File: src/rtl/vrseq_pkg.sv
package vrseq_pkg;
  localparam int NUM_STATES = 9;

  typedef enum logic [3:0] {
    ST_IDLE       = 4'd0,
    ST_DELAY      = 4'd1,
    ST_PHASE_DET  = 4'd2,
    ST_RAMP_BOOT  = 4'd3,
    ST_BOOT_HOLD  = 4'd4,
    ST_RAMP_CODE  = 4'd5,
    ST_PG_MASK    = 4'd6,
    ST_PG_DELAY   = 4'd7,
    ST_RUN        = 4'd8
  } seqState_t;

  typedef struct packed {
    logic clrTimer;   // restart the shared tick counter
    logic latchCode;  // capture the voltage code this cycle
  } seqStrobe_t;
endpackage

File: src/rtl/vrseq_dpath.sv
module vrseq_dpath
  import vrseq_pkg::*;
#(
  parameter int CODE_W      = 8,
  parameter int TIMER_TICKS = 40,
  parameter int PHASE_CLKS  = 6,
  parameter int MASK_TICKS  = 12
) (
  input  logic              clk,
  input  logic              rstN,
  input  seqStrobe_t        strobe,
  input  logic [CODE_W-1:0] vidCode,
  output logic [CODE_W-1:0] latchedCode,
  output logic              timerDone,
  output logic              phaseDone,
  output logic              maskDone
);
  localparam int MAX_A  = (TIMER_TICKS > PHASE_CLKS) ? TIMER_TICKS : PHASE_CLKS;
  localparam int MAX_T  = (MAX_A > MASK_TICKS) ? MAX_A : MASK_TICKS;
  localparam int CNT_W  = $clog2(MAX_T + 1);
  localparam logic [CNT_W-1:0] CNT_SAT  = CNT_W'(MAX_T);
  localparam logic [CNT_W-1:0] TMR_LAST = CNT_W'(TIMER_TICKS - 1);
  localparam logic [CNT_W-1:0] PHS_LAST = CNT_W'(PHASE_CLKS - 1);
  localparam logic [CNT_W-1:0] MSK_LAST = CNT_W'(MASK_TICKS - 1);

  logic [CNT_W-1:0] tickCnt;

  // Shared tick counter: cleared on every stage change, saturating otherwise
  always_ff @(posedge clk or negedge rstN) begin
    if (!rstN)                  tickCnt <= '0;
    else if (strobe.clrTimer)   tickCnt <= '0;
    else if (tickCnt != CNT_SAT) tickCnt <= tickCnt + 1'b1;
  end

  assign timerDone = (tickCnt == TMR_LAST);
  assign phaseDone = (tickCnt == PHS_LAST);
  assign maskDone  = (tickCnt == MSK_LAST);

  // Voltage code capture register
  always_ff @(posedge clk or negedge rstN) begin
    if (!rstN)                 latchedCode <= '0;
    else if (strobe.latchCode) latchedCode <= vidCode;
  end

  AST_CODE_HELD: assert property (@(posedge clk) disable iff (!rstN)
    !strobe.latchCode |=> $stable(latchedCode));

  AST_COUNT_STEP: assert property (@(posedge clk) disable iff (!rstN)
    (!strobe.clrTimer && tickCnt != CNT_SAT) |=> (tickCnt == $past(tickCnt) + 1'b1));
endmodule

File: src/rtl/vrseq_ctrl.sv
module vrseq_ctrl
  import vrseq_pkg::*;
(
  input  logic       clk,
  input  logic       rstN,
  input  logic       enable,
  input  logic       uvloOk,
  input  logic       rampDone,
  input  logic       timerDone,
  input  logic       phaseDone,
  input  logic       maskDone,
  output seqStrobe_t strobe,
  output seqState_t  state,
  output logic       refSelCode,
  output logic       pwmBlank,
  output logic       phaseWindow,
  output logic       softStartEn,
  output logic       powerGood
);
  seqState_t nextState;
  logic      supplyOk;

  assign supplyOk = enable & uvloOk;

  always_comb begin
    nextState = state;
    if (!supplyOk) begin
      nextState = ST_IDLE;
    end else begin
      unique case (state)
        ST_IDLE:      nextState = ST_DELAY;
        ST_DELAY:     if (timerDone) nextState = ST_PHASE_DET;
        ST_PHASE_DET: if (phaseDone) nextState = ST_RAMP_BOOT;
        ST_RAMP_BOOT: if (rampDone)  nextState = ST_BOOT_HOLD;
        ST_BOOT_HOLD: if (timerDone) nextState = ST_RAMP_CODE;
        ST_RAMP_CODE: if (rampDone)  nextState = ST_PG_MASK;
        ST_PG_MASK:   if (maskDone)  nextState = ST_PG_DELAY;
        ST_PG_DELAY:  if (timerDone) nextState = ST_RUN;
        ST_RUN:       nextState = ST_RUN;
        default:      nextState = ST_IDLE;
      endcase
    end
  end

  always_ff @(posedge clk or negedge rstN) begin
    if (!rstN) state <= ST_IDLE;
    else       state <= nextState;
  end

  always_comb begin
    strobe           = '0;
    strobe.clrTimer  = (nextState != state);
    strobe.latchCode = supplyOk && (state == ST_BOOT_HOLD) && timerDone;
  end

  assign pwmBlank    = (state == ST_IDLE) || (state == ST_DELAY) || (state == ST_PHASE_DET);
  assign phaseWindow = (state == ST_PHASE_DET);
  assign softStartEn = (state >= ST_RAMP_BOOT) && (state <= ST_RUN);
  assign refSelCode  = (state >= ST_RAMP_CODE) && (state <= ST_RUN);
  assign powerGood   = (state == ST_RUN) && supplyOk;

  AST_ABORT_IDLE: assert property (@(posedge clk) disable iff (!rstN)
    !supplyOk |=> (state == ST_IDLE));

  AST_BLANK_WINDOW: assert property (@(posedge clk) disable iff (!rstN)
    phaseWindow |-> (pwmBlank && !softStartEn));

  AST_PG_SOURCE: assert property (@(posedge clk) disable iff (!rstN)
    $rose(powerGood) |-> ($past(state) == ST_PG_DELAY));

  AST_LATCH_EXIT: assert property (@(posedge clk) disable iff (!rstN)
    strobe.latchCode |=> (state == ST_RAMP_CODE));

  AST_START_GATE: assert property (@(posedge clk) disable iff (!rstN)
    (state == ST_IDLE && !supplyOk) |=> (state == ST_IDLE));
endmodule

File: src/rtl/vr_startup_seq.sv
module vr_startup_seq
  import vrseq_pkg::*;
#(
  parameter int CODE_W      = 8,
  parameter int TIMER_TICKS = 40,
  parameter int PHASE_CLKS  = 6,
  parameter int MASK_TICKS  = 12
) (
  input  logic              clk,
  input  logic              rstN,
  input  logic              enable,
  input  logic              uvloOk,
  input  logic              rampDone,
  input  logic [CODE_W-1:0] vidCode,
  output logic [3:0]        stateCode,
  output logic [8:0]        stateOneHot,
  output logic              refSelCode,
  output logic              pwmBlank,
  output logic              phaseWindow,
  output logic              softStartEn,
  output logic              codeLatch,
  output logic [CODE_W-1:0] latchedCode,
  output logic              powerGood
);
  seqStrobe_t strobe;
  seqState_t  state;
  logic       timerDone;
  logic       phaseDone;
  logic       maskDone;

  vrseq_ctrl u_ctrl (
    .clk         (clk),
    .rstN        (rstN),
    .enable      (enable),
    .uvloOk      (uvloOk),
    .rampDone    (rampDone),
    .timerDone   (timerDone),
    .phaseDone   (phaseDone),
    .maskDone    (maskDone),
    .strobe      (strobe),
    .state       (state),
    .refSelCode  (refSelCode),
    .pwmBlank    (pwmBlank),
    .phaseWindow (phaseWindow),
    .softStartEn (softStartEn),
    .powerGood   (powerGood)
  );

  vrseq_dpath #(
    .CODE_W      (CODE_W),
    .TIMER_TICKS (TIMER_TICKS),
    .PHASE_CLKS  (PHASE_CLKS),
    .MASK_TICKS  (MASK_TICKS)
  ) u_dpath (
    .clk         (clk),
    .rstN        (rstN),
    .strobe      (strobe),
    .vidCode     (vidCode),
    .latchedCode (latchedCode),
    .timerDone   (timerDone),
    .phaseDone   (phaseDone),
    .maskDone    (maskDone)
  );

  assign stateCode = state;
  assign codeLatch = strobe.latchCode;

  for (genvar i = 0; i < NUM_STATES; i++) begin : g_onehot
    assign stateOneHot[i] = (stateCode == 4'(i));
  end

  AST_ONEHOT_MATCH: assert property (@(posedge clk) disable iff (!rstN)
    ($countones(stateOneHot) == 1) && stateOneHot[stateCode]);
endmodule

File: config.mk
export PLATFORM = sky130hd
export DESIGN_NAME = vr_startup_seq
export DESIGN_NICKNAME = d
export VERILOG_FILES = /design/src/rtl/vrseq_pkg.sv /design/src/rtl/vrseq_dpath.sv /design/src/rtl/vrseq_ctrl.sv /design/src/rtl/vr_startup_seq.sv
export SDC_FILE = /design/constraint.sdc
export NUM_CORES = 1
export LEC_CHECK = 0
export BUFFER_PORTS_ARGS = -buffer_cell sky130_fd_sc_hd__buf_4
export CELL_PAD_IN_SITES_DETAIL_PLACEMENT = 0
export CELL_PAD_IN_SITES_GLOBAL_PLACEMENT = 1
export CORE_MARGIN = 5
export CORE_UTILIZATION = 40
export CTS_CLUSTER_SIZE = 25
export DETAILED_ROUTE_END_ITERATION = 8
export PLACE_DENSITY = 0.89
export SYNTH_ARGS = -nofsm -noshare
export SYNTH_HDL_FRONTEND = slang
export SYNTH_SLANG_ARGS = --single-unit
File: constraint.sdc
create_clock -name clk -period 5.5 [get_ports clk]
set_input_delay 0.275 -clock clk [delete_from_list [all_inputs] [get_ports clk]]
set_output_delay 0.275 -clock clk [all_outputs]
set_load 0.02 [all_outputs]
# Word-level counts from Yosys, hierarchy flattened
# Cells that the tools add are included.
# word_totals
ff_bits	18
input_bits	13
word_cells	41
# classes
add_sub_neg	1
order_cmp	3
eq_ne	13
muxes	11
bitwise_logic	1
reduce_logical	9
# op_table
op	n
case mux 4 bit (9 select lines)	1
two-way mux 4 bit	8
== test 4 x 3 -> 1 bit (second input constant)	4
two-way mux 6 bit	2
== test 4 x 2 -> 1 bit (second input constant)	2
adder 6 x 1 -> 6 bit (second input constant)	1
== test 6 x 3 -> 1 bit (second input constant)	1
== test 6 x 4 -> 1 bit (second input constant)	1
== test 6 bit (second input constant)	1
!= test 6 bit (second input constant)	1
logical AND 1 bit	5
== test 4 x 1 -> 1 bit (second input constant)	1
== test 4 bit (second input constant)	1
greater-or-equal comparator 4 x 2 -> 1 bit (second input constant)	1
greater-or-equal comparator 4 x 3 -> 1 bit (second input constant)	1
less-or-equal comparator 4 bit (second input constant)	1
logical NOT 4 bit	1
!= test 4 bit	1
logical OR 1 bit	2
nonzero test 2 bit	1
bitwise AND 1 bit	1

# Depth between registers and ports, before layout
# logic_depth
depth_word	6
depth_mapped	9

# Modules after synthesis
# From an unflattened synthesis, not the netlist that was laid out.
# unflattened
hier_cells	118
hier_area_um2	1179.9
# by_module_without_submodules
module	instances	cells_each	area_per_inst_um2	seq_area_each_um2
vrseq_dpath	1	58	690.7	350.3
vrseq_ctrl	1	51	399.1	100.1
vr_startup_seq	1	9	90.1	0.0

# Worst setup path before layout
# No wires, ideal clock.
# synth_path
kind	register to register
from	register u_ctrl.state[0]
to	register u_dpath.tickCnt[2]
setup_ns	0.128
arrival_ns	2.150
required_time_ns	5.372
setup_slack_ns	3.222
path_stages_with_launch	7
path_buffers	1
cell_sequence	dfrtp_1 buf_2 nor4b_1 a32o_1 nand3_1 o2111ai_1 a21oi_1
# synth_between
elab_chain_cells	5
elab_cells_between_ends	21
# synth_rtl
item	line_no	text
start, declared	vrseq_ctrl.sv:13	output seqState_t state,
start signal, assigned	vrseq_ctrl.sv:47	else state <= nextState;
== test 4 x 2 -> 1 bit *	n/a	
named net phaseWindow	vr_startup_seq.sv:19	output logic phaseWindow,
case mux 4 bit (9 select lines) *	vrseq_ctrl.sv:30	unique case (state)
two-way mux 4 bit *	vrseq_ctrl.sv:27	if (!supplyOk) begin
!= test 4 bit *	vrseq_ctrl.sv:52	strobe.clrTimer = (nextState != state);
two-way mux 6 bit or nonzero test 2 bit (tied branches)	n/a	
end signal, assigned	vrseq_dpath.sv:32	else if (tickCnt != CNT_SAT) tickCnt <= tickCnt + 1'b1;
end, declared	vrseq_dpath.sv:26	logic [CNT_W-1:0] tickCnt;
# The timed path passes the listed nets; every way through them passes the cells marked *.
# A chain may end at the register's enable or synchronous reset.

# Final worst setup path
# layout_path
from	register u_ctrl.state[2]
to	output codeLatch
# layout_between
elab_chain_cells	3
# layout_rtl
item	line_no	text
== test 4 x 3 -> 1 bit	vrseq_ctrl.sv:53	strobe.latchCode = supplyOk && (state == ST_BOOT_HOLD) && timerDone;
logical AND 1 bit (2 in a row)	vrseq_ctrl.sv:53	
end, declared	vr_startup_seq.sv:21	output logic codeLatch,
# Every way passes these cells.

==> metrics.txt <==
Clock Latency Late Sink=approximately 0.28 ns; relative slew slack=0.5594; Synth-to-Final Area Change=25.86%; Worst R2R Start=u_ctrl.state[2]; Via Count=1065; Bufs on Longest Clock Path=2; Final Critical Period=2.469 ns; Cell Pwr Density=approximately 180 nW/um^2; largest net degree at the start of global routing=21; Synth top area share=0.3738; WL met3=roughly 260 um; post-synthesis register bit count=18; placed inst area=between 1000 and 1500 um^2; number of remaining DRC errors=0; Pre-Repair DR Iteration Count=4; Post-synth top flop=dfrtp_1; Clock Skew=0.002983 ns; max layer used=met4; Hold Crit Start=vidCode[7]; Final Max Slew Viols=0; CP Data Required Time=around 5.2 ns; HP Class=in -> reg; CTS root buffer=clkbuf_4; Max Cap Violations=0; Final TNS setup=0 ns; GP Congestion=around 0.73; Synth warnings=0; Clk pin slew, worst setup/hold paths=~0.09 ns; final hold vios=0; kind of start point of the critical path=register; Arrival @ worst endpoint=around 2.2 ns; Synth Area per Inst=roughly 9.6 um^2; drt total wl=roughly 2800 um; Die X=around 65 um; H-Tree Depth=1; most instantiated cells after synthesis=dfrtp_1, nor2_1, mux2_2; # rows=20; I/O Buffers=39; unrepaired setup endpoints after global routing=false; vias in the first global route=roughly 1100; Final setup viols=0; R2R setup slack=~3.4 ns; Async SR Flop Fraction=1.000; Crit Path Category=reg -> out; Synth Cell Area=~1200 um^2; Fillers=276; met2 wire len=about 1300 um; clock sinks=18; Synth Instances=125; layout cells sized above 1=0.3875; FMAX=a little over 400 MHz; Hold Slack=about 0.22 ns; Final #Nets=about 180; Post-DRT Antenna Nets=0; die area=approximately 4200 um^2; Leak Pwr=a little under 0.8 nW; Die Ht=64.89 um; status=completed; initial core utilization=0.4046; grt ovf=0; TritonCTS buffer count=3; core area=between 2000 and 3000 um^2; post-synth top area cell=dfrtp_1; Post-Synthesis Net Count=approximately 140; vias per cell=about 5.5; global-route wire length before repair=4871 um; Post-synth EDFFs=0; gr usage total=0.1435; Crit. End Element=output port; drt first-iter violations=76; transition time of the tightest slew-check pin=around 0.66 ns; WL/cell=around 15 um; synth unique cells=42; initial antenna violation count=0; CTS resizes=0; period utilization=0.4488; Finished Core Util=0.5092; Max VDD drop=0.1323 mV; sequential area share after synthesis=0.3738; CTS Hold Bufs=1; antenna cell count=0; Crit. Startpoint=u_ctrl.state[2]; I/O pin cnt=40; postcts setup bufs=0; most common cell in the synthesized netlist=dfrtp_1; HPWL after DPL=2193 um; synth top area cells=dfrtp_1, mux2_2, a211oi_1; worst-path fanout max=20; Metal-1 WL=about 1200 um; CTS tree=done; design area=~1500 um^2
[cell type report]
class                           instances  area, um^2  share of cell area
Clock buffer                            3       22.52             0.01485
Inverter                                7       26.28             0.01733
Multi-Input combinational cell         92       673.1              0.4439
Sequential cell                        18       450.4              0.2970
Tap cell                               33       41.29             0.02723
Timing Repair Buffer                   40       302.8              0.1997
[state kept, by name, indices dropped and copies added, names as in the netlist]
| signal | cells |
|---|---|
| u_dpath.latchedCode | 8 |
| u_dpath.tickCnt | 6 |
| u_ctrl.state | 4 |
[metal layers]
layer,vias to the layer above,global-route usage
met3,2,0.04333
met2,43,0.2312
li1,515,-
met4,0,0.04485
met5,-,0
met1,505,0.1834
[logic make-up after synthesis]
family / count (synthesis) / synth area share
simple gates: 46 / 0.2160
buf+inv: 15 / 0.06749
xor+xnor: 5 / 0.03635
flops: 18 / 0.3738
compound gates: 27 / 0.1693
fa+ha+maj: 3 / 0.03116
mux: 11 / 0.1059
[placed cells by master (no fill, tap or decap), types with 4 or more instances in the layout]
cell and instances:
a211oi_1 6, a21oi_1 6, buf_4 39, dfrtp_1 18
inv_1 6, mux2_2 10, nand2_1 8, nand3_1 6
nor2_1 11, nor3_1 4
[stage by stage]
stage | cells | power (mW) | worst slack, ns
2_1_floorplan | 125 | 0.1971 | 3.222
6_report | 193 | 0.2778 | 3.031
5_1_grt | 193 | 0.2997 | 2.826
4_1_cts | 193 | 0.2834 | 3.055
3_5_place_dp | 189 | 0.2197 | 3.392
3_3_place_gp | 189 | 0.2166 | 3.422
[report_power, final]
| part | total [mW] | switching (mW) | internal [mW] |
|---|---|---|---|
| sequential | 0.154 | 0.0132 | 0.141 |
| combinational | 0.0632 | 0.0303 | 0.0330 |
| clock | 0.0602 | 0.0348 | 0.0254 |
[critical path: stages (launching register included)]
cell and delay [ns]:
dfrtp_1 0.78, nand2b_1 0.27, nor2_1 0.28, nand4_2 0.31, inv_1 0.13, buf_4 0.15
[path summary, 6_finish.rpt]
check / endpoint / cells after the start
worst max register to register: u_dpath.latchedCode[5] / 4
worst min register to register: u_dpath.latchedCode[4] / 1
worst max-delay path: codeLatch / 5
worst min-delay path: u_dpath.latchedCode[7] / 2
max in group asynchronous: u_dpath.tickCnt[0] / 2
min in group asynchronous: u_dpath.latchedCode[5] / 2
(Power assumes the default switching activity.)
